File: src/rtl/wpc_pkg.sv
package wpc_pkg;

    typedef enum logic [2:0] {
        ST_IDLE,
        ST_EVICT,
        ST_FILL_REQ,
        ST_FILL_WAIT,
        ST_WORD_WR
    } wpc_state_e;

endpackage

File: src/rtl/wpc_tag_store.sv
module wpc_tag_store #(
    parameter int LINES      = 16,
    parameter int TAG_W      = 6,
    parameter bit WITH_DIRTY = 1'b1
) (
    input  logic                     clk,
    input  logic                     rst_n,
    input  logic [$clog2(LINES)-1:0] rd_idx,
    output logic [TAG_W-1:0]         rd_tag,
    output logic                     rd_valid,
    output logic                     rd_dirty,
    input  logic                     wr_en,
    input  logic [$clog2(LINES)-1:0] wr_idx,
    input  logic [TAG_W-1:0]         wr_tag,
    input  logic                     wr_dirty
);

    logic [TAG_W-1:0] tag_q [LINES];
    logic [LINES-1:0] valid_q;

    always_ff @(posedge clk) begin
        if (wr_en) begin
            tag_q[wr_idx] <= wr_tag;
        end
    end

    always_ff @(posedge clk) begin
        if (!rst_n) begin
            valid_q <= '0;
        end else if (wr_en) begin
            valid_q[wr_idx] <= 1'b1;
        end
    end

    assign rd_tag   = tag_q[rd_idx];
    assign rd_valid = valid_q[rd_idx];

    generate
        if (WITH_DIRTY) begin : g_dirty
            logic [LINES-1:0] dirty_q;
            always_ff @(posedge clk) begin
                if (!rst_n) begin
                    dirty_q <= '0;
                end else if (wr_en) begin
                    dirty_q[wr_idx] <= wr_dirty;
                end
            end
            assign rd_dirty = dirty_q[rd_idx];
        end else begin : g_clean
            assign rd_dirty = 1'b0;
        end
    endgenerate

    AST_RESET_INVALID: assert property (@(posedge clk) disable iff (!rst_n)
        !$past(rst_n) |-> (valid_q == '0));

endmodule

File: src/rtl/wpc_line_store.sv
module wpc_line_store #(
    parameter int LINES  = 16,
    parameter int LINE_W = 128
) (
    input  logic                     clk,
    input  logic [$clog2(LINES)-1:0] rd_idx,
    output logic [LINE_W-1:0]        rd_line,
    input  logic                     wr_en,
    input  logic [$clog2(LINES)-1:0] wr_idx,
    input  logic [LINE_W-1:0]        wr_line
);

    logic [LINE_W-1:0] line_q [LINES];

    always_ff @(posedge clk) begin
        if (wr_en) begin
            line_q[wr_idx] <= wr_line;
        end
    end

    assign rd_line = line_q[rd_idx];

endmodule

File: src/rtl/wpcache_ctrl.sv
module wpcache_ctrl
    import wpc_pkg::*;
#(
    parameter int ADDR_W      = 12,
    parameter int DATA_W      = 32,
    parameter int WORDS       = 4,
    parameter int LINES       = 16,
    parameter bit WRITE_BACK  = 1'b1,
    parameter bit WRITE_ALLOC = 1'b1
) (
    input  logic                                 clk,
    input  logic                                 rst_n,
    input  logic                                 cpu_req_valid,
    output logic                                 cpu_req_ready,
    input  logic                                 cpu_req_we,
    input  logic [ADDR_W-1:0]                    cpu_req_addr,
    input  logic [DATA_W-1:0]                    cpu_req_wdata,
    output logic                                 cpu_rsp_valid,
    output logic [DATA_W-1:0]                    cpu_rsp_data,
    output logic                                 mem_line_req_valid,
    input  logic                                 mem_line_req_ready,
    output logic                                 mem_line_req_we,
    output logic [ADDR_W-$clog2(WORDS)-1:0]      mem_line_req_addr,
    output logic [WORDS*DATA_W-1:0]              mem_line_req_wdata,
    input  logic                                 mem_line_rsp_valid,
    input  logic [WORDS*DATA_W-1:0]              mem_line_rsp_data,
    output logic                                 mem_word_wr_valid,
    input  logic                                 mem_word_wr_ready,
    output logic [ADDR_W-1:0]                    mem_word_wr_addr,
    output logic [DATA_W-1:0]                    mem_word_wr_data
);

    localparam int OFF_W   = $clog2(WORDS);
    localparam int IDX_W   = $clog2(LINES);
    localparam int TAG_W   = ADDR_W - OFF_W - IDX_W;
    localparam int LADDR_W = ADDR_W - OFF_W;
    localparam int LINE_W  = WORDS * DATA_W;

    typedef logic [LINE_W-1:0] line_t;

    typedef struct packed {
        wpc_state_e        st;
        logic              we;
        logic [ADDR_W-1:0] addr;
        logic [DATA_W-1:0] wdata;
        logic              rsp_valid;
        logic [DATA_W-1:0] rdata;
    } ctrl_t;

    ctrl_t c_q, c_d;

    function automatic logic [DATA_W-1:0] pick_word(line_t line, logic [OFF_W-1:0] off);
        return line[off*DATA_W +: DATA_W];
    endfunction

    function automatic line_t put_word(line_t line, logic [OFF_W-1:0] off, logic [DATA_W-1:0] w);
        line_t m;
        m = line;
        m[off*DATA_W +: DATA_W] = w;
        return m;
    endfunction

    // lookup port of both stores follows the incoming request while idle
    logic [ADDR_W-1:0] look_addr;
    logic [IDX_W-1:0]  look_idx;
    logic [TAG_W-1:0]  look_tag;
    logic [OFF_W-1:0]  look_off;
    logic [TAG_W-1:0]  rd_tag;
    logic              rd_valid, rd_dirty;
    line_t             rd_line;
    logic              tag_we, wr_dirty;
    logic              data_we;
    line_t             wr_line;
    logic              accept, hit;

    assign look_addr = (c_q.st == ST_IDLE) ? cpu_req_addr : c_q.addr;
    assign look_off  = look_addr[OFF_W-1:0];
    assign look_idx  = look_addr[OFF_W +: IDX_W];
    assign look_tag  = look_addr[ADDR_W-1 -: TAG_W];

    wpc_tag_store #(.LINES(LINES), .TAG_W(TAG_W), .WITH_DIRTY(WRITE_BACK)) i_tags (
        .clk(clk), .rst_n(rst_n),
        .rd_idx(look_idx), .rd_tag(rd_tag), .rd_valid(rd_valid), .rd_dirty(rd_dirty),
        .wr_en(tag_we), .wr_idx(look_idx), .wr_tag(look_tag), .wr_dirty(wr_dirty)
    );

    wpc_line_store #(.LINES(LINES), .LINE_W(LINE_W)) i_lines (
        .clk(clk),
        .rd_idx(look_idx), .rd_line(rd_line),
        .wr_en(data_we), .wr_idx(look_idx), .wr_line(wr_line)
    );

    assign accept = (c_q.st == ST_IDLE) && cpu_req_valid;
    assign hit    = rd_valid && (rd_tag == look_tag);

    always_comb begin
        c_d                = c_q;
        c_d.rsp_valid      = 1'b0;
        tag_we             = 1'b0;
        wr_dirty           = 1'b0;
        data_we            = 1'b0;
        wr_line            = rd_line;
        mem_line_req_valid = 1'b0;
        mem_line_req_we    = 1'b0;
        mem_line_req_addr  = look_addr[ADDR_W-1:OFF_W];
        mem_line_req_wdata = rd_line;
        mem_word_wr_valid  = 1'b0;
        unique case (c_q.st)
            ST_IDLE: begin
                if (accept) begin
                    c_d.we    = cpu_req_we;
                    c_d.addr  = cpu_req_addr;
                    c_d.wdata = cpu_req_wdata;
                    if (hit && !cpu_req_we) begin
                        c_d.rsp_valid = 1'b1;
                        c_d.rdata     = pick_word(rd_line, look_off);
                    end else if (hit) begin
                        data_we = 1'b1;
                        wr_line = put_word(rd_line, look_off, cpu_req_wdata);
                        if (WRITE_BACK) begin
                            tag_we   = 1'b1;
                            wr_dirty = 1'b1;
                        end else begin
                            c_d.st = ST_WORD_WR;
                        end
                    end else if (cpu_req_we && !WRITE_ALLOC) begin
                        c_d.st = ST_WORD_WR;
                    end else if (rd_valid && rd_dirty) begin
                        c_d.st = ST_EVICT;
                    end else begin
                        c_d.st = ST_FILL_REQ;
                    end
                end
            end
            ST_EVICT: begin
                mem_line_req_valid = 1'b1;
                mem_line_req_we    = 1'b1;
                mem_line_req_addr  = {rd_tag, look_idx};
                if (mem_line_req_ready) c_d.st = ST_FILL_REQ;
            end
            ST_FILL_REQ: begin
                mem_line_req_valid = 1'b1;
                if (mem_line_req_ready) c_d.st = ST_FILL_WAIT;
            end
            ST_FILL_WAIT: begin
                if (mem_line_rsp_valid) begin
                    tag_we   = 1'b1;
                    data_we  = 1'b1;
                    wr_dirty = c_q.we && WRITE_BACK;
                    wr_line  = c_q.we ? put_word(mem_line_rsp_data, look_off, c_q.wdata)
                                      : mem_line_rsp_data;
                    if (!c_q.we) begin
                        c_d.rsp_valid = 1'b1;
                        c_d.rdata     = pick_word(mem_line_rsp_data, look_off);
                        c_d.st        = ST_IDLE;
                    end else begin
                        c_d.st = WRITE_BACK ? ST_IDLE : ST_WORD_WR;
                    end
                end
            end
            ST_WORD_WR: begin
                mem_word_wr_valid = 1'b1;
                if (mem_word_wr_ready) c_d.st = ST_IDLE;
            end
            default: c_d.st = ST_IDLE;
        endcase
    end

    always_ff @(posedge clk) begin
        if (!rst_n) begin
            c_q <= '0;
        end else begin
            c_q <= c_d;
        end
    end

    assign cpu_req_ready    = (c_q.st == ST_IDLE);
    assign cpu_rsp_valid    = c_q.rsp_valid;
    assign cpu_rsp_data     = c_q.rdata;
    assign mem_word_wr_addr = c_q.addr;
    assign mem_word_wr_data = c_q.wdata;

    AST_HIT_ONE_CYCLE: assert property (@(posedge clk) disable iff (!rst_n)
        (accept && hit && !cpu_req_we) |=> (cpu_rsp_valid && cpu_req_ready));

    AST_MISS_STALL: assert property (@(posedge clk) disable iff (!rst_n)
        (accept && !hit && !(cpu_req_we && (WRITE_ALLOC == 1'b0))) |=> !cpu_req_ready);

    AST_SINGLE_FILL: assert property (@(posedge clk) disable iff (!rst_n)
        (mem_line_req_valid && mem_line_req_ready && !mem_line_req_we) |=> !mem_line_req_valid);

    AST_EVICT_VALID_DIRTY: assert property (@(posedge clk) disable iff (!rst_n)
        (mem_line_req_valid && mem_line_req_we) |-> (rd_valid && rd_dirty));

    AST_WORD_HOLD: assert property (@(posedge clk) disable iff (!rst_n)
        (mem_word_wr_valid && !mem_word_wr_ready) |=> (mem_word_wr_valid && $stable(mem_word_wr_addr)));

    generate
        if (!WRITE_BACK) begin : g_wt_chk
            AST_WT_NO_LINE_WR: assert property (@(posedge clk) disable iff (!rst_n)
                mem_line_req_valid |-> !mem_line_req_we);
        end
    endgenerate

endmodule

File: config.mk
export PLATFORM = sky130hd
export DESIGN_NAME = wpcache_ctrl
export DESIGN_NICKNAME = d
export VERILOG_FILES = /design/src/rtl/wpc_pkg.sv /design/src/rtl/wpc_tag_store.sv /design/src/rtl/wpc_line_store.sv /design/src/rtl/wpcache_ctrl.sv
export SDC_FILE = /design/constraint.sdc
export NUM_CORES = 2
export LEC_CHECK = 0
export BUFFER_PORTS_ARGS = -buffer_cell sky130_fd_sc_hd__buf_2
export CAP_MARGIN = 40
export CORE_UTILIZATION = 40
export CTS_CLUSTER_DIAMETER = 120
export DETAILED_ROUTE_END_ITERATION = 10
export PLACE_DENSITY = 0.68
export RECOVER_POWER = 25
export SKIP_CTS_REPAIR_TIMING = 1
export SYNTH_ARGS = -nofsm -noshare
export SYNTH_HDL_FRONTEND = slang
export SYNTH_HIERARCHICAL = 1
export SYNTH_SLANG_ARGS = --single-unit
File: constraint.sdc
create_clock -name clk -period 17.8 [get_ports clk]
set_input_delay 3.56 -clock clk [delete_from_list [all_inputs] [get_ports clk]]
set_output_delay 3.56 -clock clk [all_outputs]
set_load 0.01 [all_outputs]
# == Word level (Yosys, flattened, before mapping) ==
# Memory sizes are Yosys's and may differ from the RTL's.
# Cells that the tools add are included.
# word_totals
elab_cells,87
ff_bits,113
mem_count,2
rom_bits,0
ramBits,2144
output_inout_bits,219
inputBits,179
latchBits,0
# memory_table
memory,words,width,rd,rd_clocked_by_memory_dff,write_ports,line,source
i_lines.line_q,16,128,1,0,1,wpc_line_store.sv:13,logic [LINE_W-1:0] line_q [LINES];
i_tags.tag_q,16,6,1,0,1,wpc_tag_store.sv:18,logic [TAG_W-1:0] tag_q [LINES];
# op_classes
add_sub_neg,1
reduce_logical,12
n_lt_le_gt_ge,2
n_mul,0
n_bitwise,1
n_shift,5
n_eq_ne,14
n_div,0
muxes,42
# op_table
cell,n
$mux 128,5
$bwmux 128,2
$pmux 128 s2,1
$shiftx 128x8->32,2
$shiftx 32x34->128,2
$shift 32x34->128 const A,1
$mux 33,3
$mux 81,1
$pmux 33 s2,1
$neg 7->34,1
$mux 3,6
$bwmux 16,1
$or 16x16->16,1
$pmux 3 s5,1
$ne 2x2->1 const B,7
$mux 1,13
$mux 12,1
$mux 10,1
$bmux 1 s4,2
$reduce_and 7->1,1
$eq 3x2->1 const B,2
$eq 6x6->1,1
$logic_and 1x1->1,5
$lt 4x5->1 const B,1
13 further kinds,15

# == Logic depth before layout (Yosys ltp) ==
# logic_depth
ltp_word,11
ltp_mapped,19
ltp_nobuf,13

# == Cells and area by module ==
# Netlist, hierarchy kept.
# modules_own_cells
mod,area_each_um2,seq_area_each_um2,n_inst,cells_each
wpc_line_store,76768.6,61499.0,1,3237
wpcache_ctrl,10691.5,1601.5,1,1443
wpc_tag_store,5223.8,3523.4,1,314

# == Least setup slack after synthesis ==
# No wires, ideal clock.
# synth_timing
kind,in2reg
start,input cpu_req_addr[2]
end,"memory i_lines.line_q[0][0], enable pin"
n_path_buf,2
stages,12
required_time_ps,17028
path_slack_ps,1576
arrival_ps,15453
setup_time_ps,772
path_cell_list,mux2_2 -> buf_6 -> buf_6 -> mux4_1 -> a22oi_1 -> nand2_1 -> xor2_1 -> nor3_1 -> nand3_1 -> a21oi_1 -> or3b_2 -> nor3_1
# synth_via
elab_chain_len,10
elab_cells_between_ends,13
cone_classes,1 x eq/ne; 9 x mux; 2 x reduce/logical; 1 x memory
# synth_lines
element,line,source
"start, declared",wpcache_ctrl.sv:16,"input logic [ADDR_W-1:0] cpu_req_addr,"
$mux 12 *,wpcache_ctrl.sv:76,assign look_addr = (c_q.st == ST_IDLE) ? cpu_req_addr : c_q.addr;
$mem_v2 16x6 *,-,
named net rd_tag[3],wpcache_ctrl.sv:68,logic [TAG_W-1:0] rd_tag;
$eq 6x6->1 *,wpcache_ctrl.sv:94,assign hit = rd_valid && (rd_tag == look_tag);
$logic_and 1x1->1 *,wpcache_ctrl.sv:94,
$mux 1 / $logic_and 1x1->1 (equally long branches),-,
$mux 1 * (2 in a row),-,
$pmux 1 s2 *,-,
named net data_we,wpcache_ctrl.sv:72,logic data_we;
$mux 1 * (2 in a row),-,
"end, declared",wpc_line_store.sv:13,
# The timed path passes the listed nets; every way through them passes the cells marked *. The select of a mux whose other input is x is not followed.

# == Final worst setup path ==
# layout_timing
start,register c_q[79] (netlist bit)
end,output mem_line_req_wdata[70]
# layout_via
elab_chain_len,3
# layout_lines
element,line,source
"start, declared",wpcache_ctrl.sv:50,"ctrl_t c_q, c_d;"
"start signal, assigned",wpcache_ctrl.sv:171,c_q <= '0;
"start signal, assigned",wpcache_ctrl.sv:173,c_q <= c_d;
$logic_not 3->1,wpcache_ctrl.sv:76,
$mux 12,wpcache_ctrl.sv:76,
$mem_v2 16x128,-,
"end, declared",wpcache_ctrl.sv:24,"output logic [WORDS*DATA_W-1:0] mem_line_req_wdata,"
# Every way passes these cells.

==> impl_results.rst <==
.. list-table::
   :header-rows: 1

   * - Metric
     - Value
   * - Power density cells
     - 181 mW/mm2
   * - Buffer depth of the longest clock path
     - 3
   * - Post-Syn Instances
     - 4994
   * - Crit Path Class
     - register to output pin
   * - Number of max-cap violations
     - 8
   * - R2r worst-path depth
     - 16
   * - Worst endpoint data arrival time
     - 10.85 ns
   * - Row count
     - 176
   * - EDFF count, synth
     - around 2100
   * - Final wirelength
     - ~320000 um
   * - Maximum fanout count along the critical path
     - 80
   * - Maximum cell stage delay along the critical path
     - 3.00 ns
   * - Floorplan die height
     - around 480 um
   * - Endpoint class of the critical path
     - output pin
   * - Clock insertion delay at the later pin of the skew report
     - ~0.93 ns
   * - Dominant synthesized flop cell
     - sky130_fd_sc_hd__edfxtp_1
   * - Worst setup skew after layout
     - 0.103 ns
   * - Top-area cell type share of the netlist area
     - 0.695
   * - Root buf cell
     - sky130_fd_sc_hd__clkbuf_16
   * - Cell chain of the critical path
     - inv_1 > ha_1 > clkbuf_1 > mux2_1 > clkbuf_1 > buf_16 > clkbuf_1 > buf_16 > mux4_2 > a22oi_1 > nand2_1 > buf_2
   * - Count of different cell masters after synthesis
     - 75
   * - WP buf/inv
     - 7
   * - Average vias per placed instance
     - 6.45
   * - Unrepaired setup endpoints after global routing
     - false
   * - Count of final max-slew check failures
     - 290
   * - Largest area contributor in the netlist
     - sky130_fd_sc_hd__edfxtp_1
   * - Proportion of synthesized flip-flops having asynchronous set or reset
     - 0
   * - Fraction of the cycle the final worst path needs
     - 0.810
   * - Peak clock frequency supported by timing
     - 69.4 MHz
   * - Final setup viols
     - 0
   * - Total routed wire length on the met1 layer
     - approximately 110000 um
   * - Final sum of negative setup slack
     - 0 ns
   * - Met3 wirelength from detailed routing
     - 41200 um
   * - Via count
     - 55800
   * - Cell depth of the worst setup path
     - 12
   * - Synth area leaders
     - sky130_fd_sc_hd__edfxtp_1 69%, sky130_fd_sc_hd__mux4_2 13%, sky130_fd_sc_hd__dfxtp_1 2.4%
   * - I/O pin cnt
     - 398
   * - Worst Hold Class
     - register to register
   * - Clock tree from TritonCTS
     - yes
   * - Number of nets still failing antenna checks after routing
     - 0
   * - Vias in the first global route
     - 53200
   * - Top routing layer in use
     - met5
   * - Aggregate global-route resource usage
     - 0.267
   * - Post-Route Utilization
     - 0.461
   * - Leak Pwr
     - 0.0340 uW
   * - Drt drc
     - 0
   * - DIE WIDTH
     - 483 um
   * - Initial DRC Count
     - 9473
   * - Number of detailed-route iterations in the first pass
     - 8
   * - Pin count of the biggest net entering global routing
     - approximately 130
   * - Worst-case vdd ir drop
     - roughly 0.13 mV
   * - Normalized max-slew margin
     - -1.59
   * - Final hold violations
     - 0
   * - Number of sinks on the clock net
     - 2256
   * - Cell with the most instances on the worst path
     - sky130_fd_sc_hd__clkbuf_1
   * - Mapped Nets
     - 5181
   * - H-Tree Level Count
     - 4
   * - Number of nets in the finished design
     - 5599
   * - Number of cells traversed by the worst hold path
     - 2
   * - Number of antenna violations at the first check in global routing
     - 55
   * - Violated checks
     - capacitance limit, slew limit
   * - Worst-path clk slew
     - 0.07 ns
   * - Critical Path RT
     - between 10 and 15 ns
   * - Sequential fraction of the synthesis area
     - 0.719
   * - First-pass GRT wire length
     - 432000 um
   * - Wire length per cell after detailed routing
     - 36.6 um
   * - CP startpoint kind
     - register
   * - Number of flip-flops and latches in the synthesized netlist
     - about 2300
   * - Synthesized cell area
     - roughly 0.093 mm2
   * - Effective utilization at floorplan
     - 0.403
   * - Final critical delay including setup and external delays
     - between 10 and 15 ns
   * - Overflow left after global routing
     - 0
   * - Gate family responsible for the most delay along the worst path
     - buffers and inverters
   * - Mean cell area of the mapped netlist
     - between 15 and 20 um2
   * - Area Growth Syn to Fin
     - 14.4%
   * - Proportion of layout cells with a drive suffix above 1
     - 0.258
   * - Transition time at the pin with the least slew margin
     - just under 4 ns
   * - Die Outline Area
     - ~0.23 mm2
   * - Critical-path cell with the highest stage delay
     - sky130_fd_sc_hd__mux2_1
   * - Total clock buffers created by CTS
     - 223
   * - Core region area
     - 0.230 mm2
   * - HPWL Detailed
     - 198000 um
   * - Metal2 WL
     - 142000 um
   * - GPL Wtd Cong
     - 0.946
   * - Run status
     - complete, but fails checks
   * - Number of buffers added on ports
     - 395
   * - Warnings, synthesis
     - 6
-- flip-flops by register name (all words and copies together) (netlist names) --
| signal | cells |
|---|---|
| mem_word_wr_addr | 12 |
| i_tags/g_dirty.dirty_q | 16 |
| i_tags/valid_q | 16 |
| i_tags/tag_q | 96 |
| c_q | 3 |
| cpu_rsp_valid | 1 |
| mem_word_wr_data | 32 |
| i_lines/line_q | 2048 |
| cpu_rsp_data | 32 |
-- final timing paths --
check                        start                     end  slack [ns]
setup / recovery           c_q[79]  mem_line_req_wdata[70]        3.39
hold / removal    cpu_rsp_data[18]        cpu_rsp_data[18]        0.46
hold reg to reg   cpu_rsp_data[18]        cpu_rsp_data[18]        0.46
setup reg to reg           c_q[79]   i_lines/line_q[1][99]        5.00
-- power breakdown --
part           switching [uW]  internal, uW  total, uW
Combinational            5110          2010       7120
Sequential               41.2          7410       7450
Clock                    2060          2580       4650
-- layout make-up --
type	instances	area (um2)
Antenna cell	31	77.6
Clock buffer	291	6010
Clock inverter	124	1280
Fill cell	19000	124000
Inverter	51	191
Multi-Input combinational cell	2264	23900
Sequential cell	2256	66600
Tap cell	3026	3790
Timing Repair Buffer	616	4080
-- worst reg2reg max path: cells and delay by family (launching register included) --
kind	cells	cell delay, ns
buffers and inverters	5	4.29
multiplexers	2	3.62
AND/OR/NAND/NOR	5	2.28
XOR/XNOR	1	0.73
AO/OA/AOI/OAI	2	0.64
adder cells (fa/ha/maj)	1	0.44
flip-flops	1	0.35
-- placed cells by master, fill, tap and decap left out, types with 14 or more instances in the layout --
| cell type | instances |
|---|---|
| sky130_fd_sc_hd__clkinv_2 | 39 |
| sky130_fd_sc_hd__a21oi_1 | 298 |
| sky130_fd_sc_hd__a221o_1 | 109 |
| sky130_fd_sc_hd__nor2_1 | 60 |
| sky130_fd_sc_hd__nor3_1 | 16 |
| sky130_fd_sc_hd__o32ai_1 | 32 |
| sky130_fd_sc_hd__diode_2 | 31 |
| sky130_fd_sc_hd__a21boi_0 | 44 |
| sky130_fd_sc_hd__mux4_2 | 554 |
| sky130_fd_sc_hd__nand3_1 | 111 |
| sky130_fd_sc_hd__mux4_1 | 16 |
| sky130_fd_sc_hd__o221ai_1 | 17 |
| sky130_fd_sc_hd__a211oi_1 | 22 |
| sky130_fd_sc_hd__nor2b_1 | 20 |
| sky130_fd_sc_hd__clkbuf_1 | 166 |
| sky130_fd_sc_hd__mux2i_1 | 90 |
| sky130_fd_sc_hd__o211ai_1 | 23 |
| sky130_fd_sc_hd__buf_12 | 18 |
| sky130_fd_sc_hd__clkinv_1 | 48 |
| sky130_fd_sc_hd__buf_2 | 314 |
| sky130_fd_sc_hd__buf_4 | 143 |
| sky130_fd_sc_hd__a22oi_1 | 274 |
| sky130_fd_sc_hd__buf_16 | 21 |
| sky130_fd_sc_hd__mux2_2 | 14 |
| sky130_fd_sc_hd__clkbuf_8 | 17 |
| sky130_fd_sc_hd__edfxtp_1 | 2144 |
| sky130_fd_sc_hd__nand2_1 | 329 |
| sky130_fd_sc_hd__o21a_1 | 20 |
| sky130_fd_sc_hd__inv_1 | 47 |
| sky130_fd_sc_hd__o22ai_1 | 18 |
| sky130_fd_sc_hd__clkbuf_16 | 223 |
| sky130_fd_sc_hd__dfxtp_1 | 112 |
| sky130_fd_sc_hd__o21ai_0 | 23 |
-- through the flow --
step                total power (uW)  instance area, um2  std cells  worst slack [ns]  hold WS, ns
floorplan                      11300               92700       4994              1.58        0.432
global placement               14100               97800       8151              5.68        0.439
detailed placement             14400               98900       8209              5.99        0.446
CTS                            19000              106000       8624              5.99        0.457
global route                   19600              106000       8647              3.16        0.470
finish                         19200              106000       8659              3.39        0.457
-- cells in the mapped netlist, types with 4 or more instances --
cell / instances
sky130_fd_sc_hd__nand3_1: 113
sky130_fd_sc_hd__clkbuf_1: 225
sky130_fd_sc_hd__o31ai_1: 8
sky130_fd_sc_hd__o22ai_1: 18
sky130_fd_sc_hd__and3b_1: 5
sky130_fd_sc_hd__nand2_1: 332
sky130_fd_sc_hd__dfxtp_1: 112
sky130_fd_sc_hd__o211ai_1: 23
sky130_fd_sc_hd__xor2_1: 5
sky130_fd_sc_hd__and3_1: 10
sky130_fd_sc_hd__nand2b_1: 9
sky130_fd_sc_hd__o21ai_0: 25
sky130_fd_sc_hd__nor2b_1: 24
sky130_fd_sc_hd__nor3_1: 22
sky130_fd_sc_hd__nand3b_1: 5
sky130_fd_sc_hd__mux2_2: 22
sky130_fd_sc_hd__edfxtp_1: 2144
sky130_fd_sc_hd__ha_1: 8
sky130_fd_sc_hd__a32o_1: 9
sky130_fd_sc_hd__buf_8: 4
sky130_fd_sc_hd__buf_1: 19
sky130_fd_sc_hd__buf_4: 91
sky130_fd_sc_hd__buf_6: 20
sky130_fd_sc_hd__mux4_2: 554
sky130_fd_sc_hd__nor3b_1: 4
sky130_fd_sc_hd__o221ai_1: 17
sky130_fd_sc_hd__mux4_1: 16
sky130_fd_sc_hd__o32ai_1: 32
sky130_fd_sc_hd__a221o_1: 109
sky130_fd_sc_hd__nor2_1: 74
sky130_fd_sc_hd__inv_1: 47
sky130_fd_sc_hd__a211oi_1: 22
sky130_fd_sc_hd__a21oi_1: 300
sky130_fd_sc_hd__o21a_1: 21
sky130_fd_sc_hd__mux2i_1: 91
sky130_fd_sc_hd__a31oi_1: 5
sky130_fd_sc_hd__a21boi_0: 44
sky130_fd_sc_hd__buf_2: 61
sky130_fd_sc_hd__a22oi_1: 274
sky130_fd_sc_hd__and2_1: 14
-- kinds of logic after synthesis --
group / Yosys count / synth area share
XOR/XNOR: 6 / 0.000567
flip-flops: 2256 / 0.719
other: 1 / 0.0000405
adder cells (fa/ha/maj): 8 / 0.00108
AO/OA/AOI/OAI: 927 / 0.0700
AND/OR/NAND/NOR: 635 / 0.0310
multiplexers: 687 / 0.152
buffers and inverters: 474 / 0.0260
-- routing by layer --
layer,track usage,vias up
li1,-,21600
met1,0.331,28700
met2,0.402,4479
met3,0.0737,1051
met4,0.196,24
met5,0.000204,-
Power figures use the tool's default switching activity.
